$ cat src/rtl/cos_dio_pkg.sv
// Shared constants for the change-of-state I/O controller.
// Assumes a 4-word map of 4 byte lanes each.
package cos_dio_pkg;
    localparam int BYTE_W    = 8;
    localparam int LANES     = 4;
    localparam int DATA_W    = LANES * BYTE_W;
    localparam int ADDR_W    = 4;
    localparam int OUT_BANKS = 3;
    localparam int IN_BANKS  = 3;

    // word index = byte address / LANES
    typedef enum logic [1:0] {
        WORD_OUT = 2'd0,
        WORD_IN  = 2'd1,
        WORD_COS = 2'd2,
        WORD_CTL = 2'd3
    } word_e;

    localparam int LANE_DIR   = 0;   // direction byte
    localparam int LANE_RSV   = 1;   // reserved byte
    localparam int LANE_ARM   = 2;   // edge arming byte
    localparam int LANE_RST   = 3;   // irq status / soft reset byte
    localparam int DIR_BIT    = 1;   // TTL output mode bit
endpackage

$ cat src/rtl/cos_dio_sync.sv
// Two-flop synchronizer plus one history stage.
// Assumes d is asynchronous to clk; cur and prev are both synchronized.
module cos_dio_sync #(
    parameter int W = 32
) (
    input  logic         clk,
    input  logic         rst_n,
    input  logic [W-1:0] d,
    output logic [W-1:0] cur,
    output logic [W-1:0] prev
);
    logic [W-1:0] meta_q;
    logic [W-1:0] sync_q;
    logic [W-1:0] hist_q;

    // Purpose: move pins into clk domain and keep one older sample.
    always_ff @(posedge clk) begin
        if (!rst_n) begin
            meta_q <= '0;
            sync_q <= '0;
            hist_q <= '0;
        end else begin
            meta_q <= d;
            sync_q <= meta_q;
            hist_q <= sync_q;
        end
    end

    assign cur  = sync_q;
    assign prev = hist_q;
endmodule

$ cat src/rtl/cos_dio_status.sv
// Sticky change-of-state status, one bank of BANK_W bits per arming pair.
// Assumes cur/prev are synchronized samples one cycle apart. A new edge
// wins over a same-cycle clear; soft_clr wins over everything.
module cos_dio_status #(
    parameter int BANK_W = 8,
    parameter int BANKS  = 4,
    localparam int W     = BANK_W * BANKS
) (
    input  logic             clk,
    input  logic             rst_n,
    input  logic [W-1:0]     cur,
    input  logic [W-1:0]     prev,
    input  logic [BANKS-1:0] rise_arm,
    input  logic [BANKS-1:0] fall_arm,
    input  logic [W-1:0]     clr,
    input  logic             soft_clr,
    output logic [W-1:0]     status
);
    for (genvar b = 0; b < BANKS; b++) begin : g_bank
        logic [BANK_W-1:0] c_b, p_b, hit_b, st_q;

        assign c_b   = cur [b*BANK_W +: BANK_W];
        assign p_b   = prev[b*BANK_W +: BANK_W];
        assign hit_b = ({BANK_W{rise_arm[b]}} & c_b & ~p_b)
                     | ({BANK_W{fall_arm[b]}} & ~c_b & p_b);

        // Purpose: hold each bank's status until cleared by ones.
        always_ff @(posedge clk) begin
            if (!rst_n || soft_clr) begin
                st_q <= '0;
            end else begin
                st_q <= (st_q & ~clr[b*BANK_W +: BANK_W]) | hit_b;
            end
        end

        assign status[b*BANK_W +: BANK_W] = st_q;
    end
endmodule

$ cat src/rtl/cos_dio_regs.sv
// Writable configuration: output bytes, TTL latch, direction bit, arming.
// Assumes word 0 has OUT_BANKS output lanes followed by the TTL latch lane.
module cos_dio_regs
    import cos_dio_pkg::*;
#(
    parameter int NOUT  = OUT_BANKS,
    parameter int BW    = BYTE_W,
    parameter int NLANE = LANES,
    localparam int DW   = NLANE * BW,
    localparam int OW   = NOUT * BW
) (
    input  logic             clk,
    input  logic             rst_n,
    input  logic             wr_out,
    input  logic             wr_ctl,
    input  logic [NLANE-1:0] be,
    input  logic [DW-1:0]    wdata,
    input  logic             soft_clr,
    output logic [OW-1:0]    out_q,
    output logic [BW-1:0]    ttl_q,
    output logic             dir_q,
    output logic [BW-1:0]    arm_q
);
    for (genvar l = 0; l < NLANE; l++) begin : g_lane
        if (l < NOUT) begin : g_out
            // Purpose: one output byte, written by its own lane enable.
            always_ff @(posedge clk) begin
                if (!rst_n || soft_clr) out_q[l*BW +: BW] <= '0;
                else if (wr_out && be[l]) out_q[l*BW +: BW] <= wdata[l*BW +: BW];
            end
        end else if (l == NOUT) begin : g_ttl
            // Purpose: TTL output latch in the lane after the outputs.
            always_ff @(posedge clk) begin
                if (!rst_n || soft_clr) ttl_q <= '0;
                else if (wr_out && be[l]) ttl_q <= wdata[l*BW +: BW];
            end
        end
    end

    // Purpose: direction bit and edge arming byte in the control word.
    always_ff @(posedge clk) begin
        if (!rst_n || soft_clr) begin
            dir_q <= 1'b0;
            arm_q <= '0;
        end else if (wr_ctl) begin
            if (be[LANE_DIR]) dir_q <= wdata[LANE_DIR*BW + DIR_BIT];
            if (be[LANE_ARM]) arm_q <= wdata[LANE_ARM*BW +: BW];
        end
    end
endmodule

$ cat src/rtl/cos_dio_ctrl.sv
// Top of the change-of-state I/O controller: bus decode, read mux, irq.
// Assumes one access per req_valid cycle, word selected by req_addr[3:2].
module cos_dio_ctrl
    import cos_dio_pkg::*;
#(
    parameter int BW    = BYTE_W,
    parameter int NLANE = LANES,
    parameter int AW    = ADDR_W,
    parameter int NOUT  = OUT_BANKS,
    parameter int NIN   = IN_BANKS,
    localparam int DW   = NLANE * BW,
    localparam int OW   = NOUT * BW,
    localparam int IW   = NIN * BW,
    localparam int NCOS = NIN + 1,
    localparam int CW   = NCOS * BW
) (
    input  logic             clk,
    input  logic             rst_n,
    input  logic             req_valid,
    input  logic             req_write,
    input  logic [AW-1:0]    req_addr,
    input  logic [NLANE-1:0] req_be,
    input  logic [DW-1:0]    req_wdata,
    output logic [DW-1:0]    rd_data,
    output logic             irq,
    output logic [OW-1:0]    out_pins,
    input  logic [IW-1:0]    in_pins,
    input  logic [BW-1:0]    ttl_in,
    output logic [BW-1:0]    ttl_out,
    output logic             ttl_oe
);
    word_e           word;
    logic            wr, rd, soft_clr;
    logic [DW-1:0]   be_mask;
    logic [CW-1:0]   clr_mask;
    logic [CW-1:0]   s_cur, s_prev, cos_status;
    logic [OW-1:0]   out_q;
    logic [BW-1:0]   ttl_q, arm_q;
    logic            dir_q;

    assign word     = word_e'(req_addr[AW-1:AW-2]);
    assign wr       = req_valid &&  req_write;
    assign rd       = req_valid && !req_write;
    assign soft_clr = wr && (word == WORD_CTL) && req_be[LANE_RST];

    for (genvar l = 0; l < NLANE; l++) begin : g_mask
        assign be_mask[l*BW +: BW] = {BW{req_be[l]}};
    end

    assign clr_mask = (wr && word == WORD_COS) ? CW'(req_wdata & be_mask) : '0;

    cos_dio_sync #(.W(CW)) u_sync (
        .clk  (clk),
        .rst_n(rst_n),
        .d    ({ttl_in, in_pins}),
        .cur  (s_cur),
        .prev (s_prev)
    );

    cos_dio_status #(.BANK_W(BW), .BANKS(NCOS)) u_status (
        .clk     (clk),
        .rst_n   (rst_n),
        .cur     (s_cur),
        .prev    (s_prev),
        .rise_arm(arm_q[NCOS-1:0]),
        .fall_arm(arm_q[2*NCOS-1:NCOS]),
        .clr     (clr_mask),
        .soft_clr(soft_clr),
        .status  (cos_status)
    );

    cos_dio_regs #(.NOUT(NOUT), .BW(BW), .NLANE(NLANE)) u_regs (
        .clk     (clk),
        .rst_n   (rst_n),
        .wr_out  (wr && word == WORD_OUT),
        .wr_ctl  (wr && word == WORD_CTL),
        .be      (req_be),
        .wdata   (req_wdata),
        .soft_clr(soft_clr),
        .out_q   (out_q),
        .ttl_q   (ttl_q),
        .dir_q   (dir_q),
        .arm_q   (arm_q)
    );

    assign irq      = |cos_status;
    assign out_pins = out_q;
    assign ttl_out  = ttl_q;
    assign ttl_oe   = dir_q;

    // Purpose: registered read mux, held between reads.
    always_ff @(posedge clk) begin
        if (!rst_n) begin
            rd_data <= '0;
        end else if (rd) begin
            unique case (word)
                WORD_OUT: rd_data <= DW'({ttl_q, out_q});
                WORD_IN:  rd_data <= DW'(s_cur);
                WORD_COS: rd_data <= DW'(cos_status);
                default: begin
                    rd_data                          <= '0;
                    rd_data[LANE_DIR*BW + DIR_BIT]   <= dir_q;
                    rd_data[LANE_ARM*BW +: BW]       <= arm_q;
                    rd_data[LANE_RST*BW]             <= irq;
                end
            endcase
        end
    end
endmodule

$ cat config.mk
export PLATFORM = sky130hd
export DESIGN_NAME = cos_dio_ctrl
export DESIGN_NICKNAME = d
export VERILOG_FILES = /design/src/rtl/cos_dio_pkg.sv /design/src/rtl/cos_dio_sync.sv /design/src/rtl/cos_dio_status.sv /design/src/rtl/cos_dio_regs.sv /design/src/rtl/cos_dio_ctrl.sv
export SDC_FILE = /design/constraint.sdc
export NUM_CORES = 1
export LEC_CHECK = 0
export BUFFER_PORTS_ARGS = -buffer_cell sky130_fd_sc_hd__buf_4
export CORE_MARGIN = 8
export CORE_UTILIZATION = 55
export DETAILED_ROUTE_END_ITERATION = 10
export HOLD_SLACK_MARGIN = 0.03
export PLACE_DENSITY = 0.77
export SYNTH_ARGS = -nofsm -noshare
export SYNTH_HDL_FRONTEND = slang
export SYNTH_SLANG_ARGS = --single-unit
export TNS_END_PERCENT = 100
$ cat constraint.sdc
create_clock -name clk -period 1.5 [get_ports clk]
set_input_delay 0.3 -clock clk [delete_from_list [all_inputs] [get_ports clk]]
set_output_delay 0.3 -clock clk [all_outputs]
set_load 0.01 [all_outputs]
==> Word level (Yosys, flattened, before mapping) <==
Index checks and enable logic that the tools add are counted.
{ "classes": {"eq_ne": 3, "mux": 2, "bitwise": 41, "n_reduce_logical": 17} }
{ "op_table": {"columns": ["operator", "n"], "rows": [
  ["8-bit bitwise AND", 20],
  ["8-bit inverter", 12],
  ["32-bit case mux with 3 select lines", 1],
  ["8-bit OR", 8],
  ["32-bit bitwise AND", 1],
  ["32-bit 2-to-1 mux", 1],
  ["32-bit OR reduction", 1],
  ["1-bit logical AND", 10],
  ["2-bit == test, second input constant", 2],
  ["2-bit AND reduction", 2],
  ["2-bit by 1-bit == test with 1-bit output, second input constant", 1],
  ["1-bit logical NOT", 2],
  ["2-bit logical NOT", 1],
  ["1-bit logical OR", 1]
]} }
{ "word_totals": {"register_bits": 201, "out_inout_bits": 66} }

==> Longest topological paths before layout <==
Gate-level depths: netlist of the first run.
{ "logic_depth": {"ltp_word": 6, "depth_mapped": 7, "mapped_depth_nobuf": 4} }

==> Cells and area by module <==
A second synthesis of the first run with hierarchy kept.
{ "unflattened": {"hier_cells": 799, "area_unflattened_um2": 8276.7} }
{ "by_module_without_submodules": {"columns": ["mod", "instances", "cells_per_inst", "area_per_inst_um2", "seq_area_each_um2"], "rows": [
  ["cos_dio_sync", 1, 202, 2603.7, 1921.8],
  ["cos_dio_ctrl", 1, 237, 2192.1, 640.6],
  ["cos_dio_regs", 1, 188, 1871.8, 820.8],
  ["cos_dio_status", 1, 172, 1609.0, 640.6]
]} }

==> Least setup slack after synthesis of the first run <==
No wires, ideal clock.
{ "synth_timing": {"path_type": "input port to flip-flop", "start": "in req_addr[3]", "end": "reg rd_data[20]", "arrival_time_ns": 1.218, "required_time_ns": 1.384, "setup_slack_ns": 0.166, "path_stages": 5, "path_cell_list": "buf_6 -> buf_4 -> mux4_2 -> nand2_1 -> a21boi_1"} }
{ "synth_between": {"elab_chain_len": 2} }
{ "synth_rtl": {"columns": ["item", "line", "text"], "rows": [
  ["from (decl)", "cos_dio_ctrl.sv:21", "input logic [AW-1:0] req_addr,"],
  ["2-bit == test, or another cell as far along", "cos_dio_ctrl.sv:96", "unique case (word)"],
  ["32-bit case mux with 3 select lines (*)", "cos_dio_ctrl.sv:96", null],
  ["to (signal assigned)", "cos_dio_ctrl.sv:97", "WORD_OUT: rd_data <= DW'({ttl_q, out_q});"],
  ["to (signal assigned)", "cos_dio_ctrl.sv:98", "WORD_IN: rd_data <= DW'(s_cur);"],
  ["to (signal assigned)", "cos_dio_ctrl.sv:99", "WORD_COS: rd_data <= DW'(cos_status);"],
  ["to (decl)", "cos_dio_ctrl.sv:24", "output logic [DW-1:0] rd_data,"]
]} }
Every way passes the cells marked *; elsewhere a longest branch is shown, timed or not.
A chain may end at the register's enable or synchronous reset.

==> Worst setup path after layout of the first run <==
{ "layout_timing": {"start": "reg u_status.g_bank[3].st_q[2]", "end": "out irq"} }
{ "layout_between": {"elab_chain_len": 1} }
{ "layout_rtl": {"columns": ["item", "line", "text"], "rows": [
  ["from (decl)", "cos_dio_status.sv:20", "logic [BANK_W-1:0] c_b, p_b, hit_b, st_q;"],
  ["from (signal assigned)", "cos_dio_status.sv:32", "st_q <= (st_q & ~clr[b*BANK_W +: BANK_W]) | hit_b;"],
  ["32-bit OR reduction", "cos_dio_ctrl.sv:86", "assign irq = |cos_status;"],
  ["to (decl)", "cos_dio_ctrl.sv:25", "output logic irq,"]
]} }
Every way passes these cells.

==> metrics.md, run 1 <==
| Metric | Value |
|---|---|
| Vias in the first global route | 6531 |
| Final setup viols | 1 |
| ANT nets after route | 0 |
| # H-tree levels | 1 |
| Die footprint | 18100 um2 |
| Area share of the largest cell type after synthesis | 52.07% |
| Critical path endpoint category | output pin |
| Critical path arrival | 1740 ps |
| Hold Crit Class | in -> reg |
| Pwr dens | 1111 nW/um2 |
| CTS tree | yes |
| Clock tree buffer depth | 3 |
| Leading cell type in the layout, fill and taps excluded | dfxtp_1 |
| Drt total wl | 20600 um |
| Fin nets | 1094 |
| Pwr Total | 11.27 mW |
| Yosys warns | 0 |
| Crit-path cells | nor4_1, nand4_1, nor2_2, inv_1, buf_6 |
| Top cells by area, synth | dfxtp_1 52%, and2_1 7.8%, nand2_1 5.7%, a21oi_1 4.7%, nand3_1 4.7% |
| Final period demand of the worst path | 2039 ps |
| GRT overflow | 0 |
| Clock Tree Root | clkbuf_16 |
| Rows | 43 |
| Maximum fanout along the worst path | 2 |
| Synth Net Count | 908 |
| CP required | 1200 ps |
| Core area | 13830 um2 |
| Mapped cell area | 7727 um2 |
| Cell leakage power | 4.268 nW |
| Reg-to-reg slack, setup | 190 ps |
| Final core occ | 73.39% |
| Mapped Cells | 832 |
| Worst-path clk slew | 60 ps |
| Num Clock Sinks | 201 |
| RePlAce Congestion | 0.8342 |
| Initial antenna violation count | 0 |
| Placed Cells | 1147 |
| Post-route insts no fill | 1209 |
| CP Launch Type | register |
| Final max-slew violation count | 0 |
| GRT Total Usage | 22.18% |
| Die extent in y | 134.5 um |
| Pre-CTS setup slack | -196.3 ps |
| Fin. Hold Viols | 0 |
| HPWL after detailed placement | 13860 um |
| Number of I/O port buffers | 139 |
| Share of layout cells above drive strength 1 | 24.00% |
| RSZ-0062 raised after global routing | yes |
| P&R area growth vs syn | 31.31% |
| Headroom to the max-slew limit | 72.03% |
| Antenna diodes | 0 |
| DR vias/cell | 5.507 |
| Final worst-path cycle share | 135.9% |
| CP delay by family, top | simple AND/OR/NAND/NOR gates |
| DR pass1 iterations | 6 |
| Failing checks | negative setup slack |
| DIE WIDTH | 134.5 um |
| Count of state elements after synthesis | 201 |
| Worst Tran Pin Value | 415.7 ps |
| Yosys top cell by area | dfxtp_1 |
| Num CTS Buffers | 21 |
| Crit path kind | reg -> out |
| Initial Util | 55.89% |
| Final worst slack | -539.0 ps |
| Routed len/inst | 17.03 um |
| Library cells used by synthesis | 31 |
| Setup Skew | 8.255 ps |
| Remaining DRCs | 0 |
| Max stage delay cell, worst path | nor4_1 |
| Clk_lat worst skew | 480 ps |
| Via Count | 6658 |
| CP bufs+invs | 2 |
| Max Cap Viol | 0 |
| Peak Freq | 490.4 MHz |
| Syn avg cell area | 9.288 um2 |
| I/O Pins | 142 |
| Most frequent cells in the layout | 200 x dfxtp_1, 191 x buf_4, 117 x nand2_1 |
| Seq/Total Area, Yosys | 52.07% |
| Worst path max stage delay | 420 ps |
| Status | finished, violations left |
| Largest net degree at the start of global routing | 75 |
| First-pass GRT wire length | 32970 um |
| IR drop worst, VDD | 1031 uV |
| Initial DRC count | 512 |
metal layers:
layer | track usage, % | routed length, um | vias up
li1 | - | - | 3224
met1 | 28.00 | 8769 | 3138
met2 | 36.23 | 9715 | 253
met3 | 5.906 | 1663 | 43
met4 | 6.925 | 446 | 0
met5 | 0 | 0 | -
cell usage after synthesis (all sizes together):
cell / instances
a211oi: 1
a21boi: 9
a21oi: 73
and2: 96
and2b: 1
and4: 1
and4b: 1
buf: 36
clkbuf: 28
dfxtp: 201
inv: 1
mux2i: 23
mux4: 9
nand2: 121
nand2b: 1
nand3: 73
nand3b: 32
nand4: 3
nor2: 34
nor2b: 1
nor4: 8
nor4bb: 1
o211a: 22
o211ai: 22
o21ai: 33
o22ai: 1
timing repair:
item	4_1_cts	5_1_grt
cloned	0	0
setup buffers	0	0
hold buffers	27	1
endpoints found under the setup margin	1	1
hold endpoints to repair	27	1
pin swaps	2	0
gates resized for setup	4	3
power breakdown:
group	total [mW]	internal (mW)	switching, mW
clock network	4.78	2.81	1.97
registers	5.59	5.50	0.0884
logic	0.901	0.465	0.436
total	11.3	8.77	2.50
sequential cells by signal (all words and copies together), names as in the netlist:
signal                flops
u_sync.cur               32
u_status.g_bank.st_q     32
u_regs.dir_q              1
u_regs.out_q             24
u_regs.arm_q              8
u_regs.ttl_q              8
u_sync.meta_q            32
rd_data                  32
u_sync.prev              32
logic make-up (layout without fill, tap and decap cells):
| family | count (synthesis) | in the layout | share of synthesized area, % |
|---|---|---|---|
| and+or+nand+nor | 373 | 373 | 24.98 |
| buffers and inverters | 65 | 262 | 4.436 |
| muxes | 32 | 32 | 5.602 |
| AOI/OAI and AO/OA | 161 | 161 | 12.90 |
| DFF | 201 | 201 | 52.07 |
through the flow:
| step | TNS, ps | hold WS [ps] | instance area, um2 |
|---|---|---|---|
| after floorplan | 0 | 411.9 | 7727 |
| after global placement | -123.2 | 413.4 | 9203 |
| after detailed placement | -331.2 | 416.9 | 9203 |
| after CTS | -594.7 | 36.29 | 10120 |
| after global routing | -617.2 | 40.45 | 10150 |
| final | -539.0 | 40.72 | 10150 |
final cells by class:
class                      count  area, um2
timing repair buffer         227       1866
multi-input combinational    566       3398
inverter                       1      3.754
sequential                   201       4025
clock buffer                  32      616.8
fill                        1053       3680
tap                          180      225.2
clock inverter                 2      12.51
path summary, 6_finish.rpt:
path / from / end / cells after the start
worst max-delay path: u_status.g_bank[3].st_q[2] / irq / 5
worst min-delay path: in_pins[4] / u_sync.meta_q[4] / 2
worst max register to register: u_status.g_bank[3].st_q[2] / rd_data[24] / 4
worst min register to register: u_sync.meta_q[26] / u_sync.cur[26] / 1
(Power assumes the default switching activity.)
==> inputs of run 2 (changes only) <==
--- a/config.mk
+++ b/config.mk
@@ -6,6 +6,7 @@
 export NUM_CORES = 1
 export LEC_CHECK = 0
 export BUFFER_PORTS_ARGS = -buffer_cell sky130_fd_sc_hd__buf_4
+export CORE_ASPECT_RATIO = 0.9
 export CORE_MARGIN = 8
 export CORE_UTILIZATION = 55
 export DETAILED_ROUTE_END_ITERATION = 10
==> run 2 against run 1 <==
Effect of this change: the run still ends with negative setup slack left; wire length up 0.48%; non-clock buffer count stayed put; die area about the same; utilization shrank 0.054 points; highest routed layer unchanged.
==> metrics.md, run 2 (synthesis gave the netlist of run 1 again) <==
| Metric | Value |
|---|---|
| Status | finished, violations left |
| Failing checks | negative setup slack |
| Post-route insts no fill | 1221 |
| CTS tree | yes |
| Die footprint | 18100 um2 |
| Placed Cells | 1158 |
| Initial DRC count | 579 |
| Share of layout cells above drive strength 1 | 23.93% |
| Maximum fanout along the worst path | 2 |
| Setup Skew | 9.152 ps |
| Critical path arrival | 1720 ps |
| RSZ-0062 raised after global routing | yes |
| Core area | 13900 um2 |
| DR vias/cell | 5.464 |
| Number of I/O port buffers | 139 |
| Final Cell Area | 10190 um2 |
| GRT overflow | 0 |
| Pwr Total | 11.45 mW |
| Crit path kind | reg -> out |
| Max stage delay cell, worst path | dfxtp_2 |
| GRT Total Usage | 22.52% |
| Peak Freq | 494.7 MHz |
| Num CTS Buffers | 20 |
| Placed cell areas | 9191 um2 |
| Post-CTS Setup Bufs | 0 |
| Final worst slack | -521.6 ps |
| Routed len/inst | 16.95 um |
| First-pass GRT wire length | 33200 um |
| Crit-path cells | nor4_2, buf_4, nand4_1, nor2_2, inv_1, buf_6 |
| Hold Crit Class | in -> reg |
| Headroom to the max-slew limit | 73.98% |
| Max Cap Viol | 0 |
| Worst path max stage delay | 330 ps |
| Final setup viols | 1 |
| Fin nets | 1093 |
| Drt total wl | 20690 um |
| Initial antenna violation count | 0 |
| Worst-path clk slew | 60 ps |
| Clock Tree Root | clkbuf_16 |
| DIE WIDTH | 140.9 um |
| Cell leakage power | 4.277 nW |
| Rows | 41 |
| Largest net degree at the start of global routing | 54 |
| Pwr dens | 1123 nW/um2 |
| Antenna diodes | 0 |
| Fin. Hold Viols | 0 |
| Clock tree buffer depth | 3 |
| Die extent in y | 128.5 um |
| RePlAce Congestion | 0.8085 |
| Filler cells | 1071 |
| Remaining DRCs | 0 |
| ANT nets after route | 0 |
| Num Clock Sinks | 201 |
| Initial Util | 55.58% |
| I/O Pins | 142 |
| Clk_lat worst skew | 490 ps |
| Most frequent cells in the layout | 199 x dfxtp_1, 189 x buf_4, 117 x nand2_1 |
| Via Count | 6671 |
| Final TNS setup | -521.6 ps |
| Critical path endpoint category | output pin |
| Final period demand of the worst path | 2022 ps |
| Final worst-path cycle share | 134.8% |
| Final max-slew violation count | 0 |
| CP Launch Type | register |
| Worst Tran Pin Value | 389.8 ps |
| Vias in the first global route | 6680 |
| # H-tree levels | 1 |
| DR pass1 iterations | 5 |
| CP required | 1200 ps |
| P&R area growth vs syn | 31.93% |
| IR drop worst, VDD | 1012 uV |
| Leading cell type in the layout, fill and taps excluded | dfxtp_1 |
| HPWL after detailed placement | 14090 um |
[run 2: layout make-up]
cell class                 instances  area (um2)  area share [%]
timing repair buffer             227        1861           18.25
tap                              193       241.5           2.369
inverter                           1       3.754         0.03682
clock buffer                      28       571.8           5.609
clock inverter                     5       77.57          0.7609
sequential                       201        4026           39.49
multi-input combinational        566        3413           33.48
[run 2: worst paths after layout]
path                                   start               end  slack (ps)  cells after the start
hold reg to reg            u_sync.meta_q[22]    u_sync.cur[22]         430                      1
setup / recovery  u_status.g_bank[1].st_q[1]               irq        -520                      6
hold / removal                    in_pins[0]  u_sync.meta_q[0]          40                      2
setup reg to reg  u_status.g_bank[1].st_q[1]       rd_data[24]         230                      5
[run 2: routing by layer]
| metal | track usage [%] | vias up | part of all wire, % | wire length [um] |
|---|---|---|---|---|
| met1 | 28.28 | 3143 | 43 | 8831 |
| li1 | - | 3229 | - | - |
| met3 | 6.553 | 40 | 8.8 | 1813 |
| met5 | 0 | - | 0 | 0 |
| met2 | 37.03 | 259 | 46 | 9587 |
| met4 | 6.692 | 0 | 2.2 | 461 |
[run 2: power breakdown]
group / switching, mW / total, mW / internal [mW]
Clock: 1.98 / 4.97 / 2.99
Combinational: 0.429 / 0.894 / 0.464
Sequential: 0.0921 / 5.59 / 5.50
Total: 2.50 / 11.5 / 8.95
[run 2: timing repair]
item / in CTS / in global routing
hold endpoints to repair: 31 / 0
pin swaps: 5 / 1
hold buffers: 31 / 0
gates resized for setup: 9 / 1
setup endpoints to repair: 1 / 1
[run 2: stage by stage]
stage                     hold slack (ps)  worst slack (ps)  util (%)
after floorplan                     411.9             166.1         -
after global placement              413.3            -140.1     66.11
after detailed placement            417.7            -158.6     66.11
after CTS                           30.32            -557.7     73.29
after global routing                30.77            -632.9     73.33
final                               37.00            -521.6     73.33
[run 2: critical path: cells and delay by family, from the launching register on]
kind,cells,cell delay (ps)
flip-flops,1,330
buffers and inverters,3,340
AND/OR/NAND/NOR,3,580
==> inputs of run 3 (changes only) <==
==> constraint.sdc (replaced) <==
create_clock -name clk -period 1.5 [get_ports clk]
set_input_delay 0.3 -clock clk [delete_from_list [all_inputs] [get_ports clk]]
set_output_delay 0.3 -clock clk [all_outputs]
set_load 0.005 [all_outputs]
==> run 3 against run 2 <==
Effect of this change: the flow still finishes with violations (negative setup slack); worst hold slack gained 50 ps; die area unchanged; first-iteration DRC count is 3.8% higher; total power decreased by 1.4%; count of clock-buffer cells in the layout down 1; register-to-register slack about the same; worst setup slack gained 16 ps; highest routed layer unchanged.
==> metrics.md, run 3 (synthesis gave the netlist of run 1 again) <==
| Metric | Value |
|---|---|
| Status | finished, violations left |
| Failing checks | negative setup slack |
| Peak Freq | 498.6 MHz |
| Crit path kind | reg -> out |
| Initial DRC count | 601 |
| Final worst-path cycle share | 133.7% |
| Final period demand of the worst path | 2006 ps |
| Worst Setup SP | u_status.g_bank[0].st_q[1] |
| Number of I/O port buffers | 139 |
| Largest net degree at the start of global routing | 56 |
| DR pass1 iterations | 7 |
| WHS | 86.83 ps |
| Setup Skew | 12.83 ps |
| Cell leakage power | 4.284 nW |
| Leading cell type in the layout, fill and taps excluded | dfxtp_1 |
| Max Cap Viol | 0 |
| I/O Pins | 142 |
| Clock tree buffer depth | 3 |
| Min-delay src | req_wdata[12] |
| CP Launch Type | register |
| P&R area growth vs syn | 32.06% |
| # H-tree levels | 1 |
| CTS tree | yes |
| HPWL after detailed placement | 14080 um |
| Critical path endpoint category | output pin |
| Worst-path clk slew | 60 ps |
| Fin nets | 1098 |
| Pwr dens | 1107 nW/um2 |
| GR peak layer | met2 |
| Pre-CTS setup slack | -97.93 ps |
| ANT nets after route | 0 |
| Maximum fanout along the worst path | 2 |
| Via Count | 6702 |
| Multi-input logic area | 3383 um2 |
| RePlAce Congestion | 0.8043 |
| DR vias/cell | 5.467 |
| Final worst slack | -505.8 ps |
| Initial Util | 55.58% |
| Core area | 13900 um2 |
| Headroom to the max-slew limit | 68.54% |
| Vias in the first global route | 6541 |
| Die extent in y | 128.5 um |
| Reg area | 4025 um2 |
| Fin. Hold Viols | 0 |
| Initial antenna violation count | 0 |
| Rows | 41 |
| CP required | 1200 ps |
| Clk_lat worst skew | 490 ps |
| GRT Total Usage | 22.23% |
| Clock Tree Root | clkbuf_16 |
| Most frequent cells in the layout | 200 x dfxtp_1, 191 x buf_4, 117 x nand2_1 |
| GRT overflow | 0 |
| DIE WIDTH | 140.9 um |
| Antenna diodes | 0 |
| Remaining DRCs | 0 |
| RSZ-0062 raised after global routing | yes |
| Pwr Total | 11.29 mW |
| Grt met1 use | 28.65% |
| Die footprint | 18100 um2 |
| Final max-slew violation count | 0 |
| Worst flop-to-flop path startpoint | u_regs.arm_q[0] |
| Share of layout cells above drive strength 1 | 24.01% |
| Filler cells | 1050 |
| Final setup viols | 1 |
| Final core occ | 73.40% |
| IR drop worst, VDD | 945.8 uV |
| Num Clock Sinks | 201 |
| Met3 global-route usage | 5.961% |
| Placed Cells | 1160 |
| Drt total wl | 20690 um |
| Post-route insts no fill | 1226 |
| Critical path arrival | 1710 ps |
| Hold Crit Class | in -> reg |
| Num CTS Buffers | 20 |
| Worst Tran Pin Value | 471.3 ps |
| M2 GR Usage | 36.75% |
| First-pass GRT wire length | 32720 um |
| Routed len/inst | 16.88 um |
## run 3: cell count changes in the layout (fill, tap and decap cells not counted), sizes merged
cell | before | now
dlygate4sd3 | 31 | 32
bufinv | 2 | 1
clkbuf | 28 | 27
buf | 196 | 200
clkinv | 2 | 4
## run 3: per-stage QoR
stage / setup TNS [ps] / cell area (um2)
2_1_floorplan: 0 / 7727
3_3_place_gp: -95.23 / 9231
3_5_place_dp: -218.9 / 9231
4_1_cts: -548.6 / 10190
5_1_grt: -584.3 / 10200
6_report: -505.8 / 10200
## run 3: cell type report
type	count	area share, %
clock buffer	27	5.566
clock inverter	6	0.5640
inverter	1	0.03678
multi-input combinational	566	33.15
timing repair buffer	232	18.87
sequential	201	39.44
tap	193	2.366
## run 3: worst paths after layout
kind	to	slack [ps]	depth (start not counted)
max reg2reg	rd_data[16]	220	3
min	u_regs.out_q[12]	90	3
min reg2reg	u_sync.cur[11]	430	1
max	irq	-510	6
## run 3: what timing repair did
item,4_1_cts,5_1_grt
buffers inserted,1,0
hold buffers,31,1
resized for setup,5,0
endpoints found under the hold margin,31,1
setup endpoints to repair,1,1
pin swaps,3,0
## run 3: worst max-delay path: stages, from the launching register on
cell	delay, ps
dfxtp_1	310
nor4_1	270
buf_4	160
nand4_1	140
nor2_2	170
inv_1	70
buf_6	110
## run 3: per-layer routing
layer	share of wire (%)	routed length, um
met1	44	9036
met2	47	9748
met3	8.0	1664
met4	1.2	244
met5	0	0
## run 3: power by group
part           switching (mW)  internal, mW  leakage [nW]
Clock                    2.00          2.82         0.308
Sequential             0.0912          5.50          1.64
Combinational           0.414         0.479          2.34
Total                    2.50          8.79          4.28
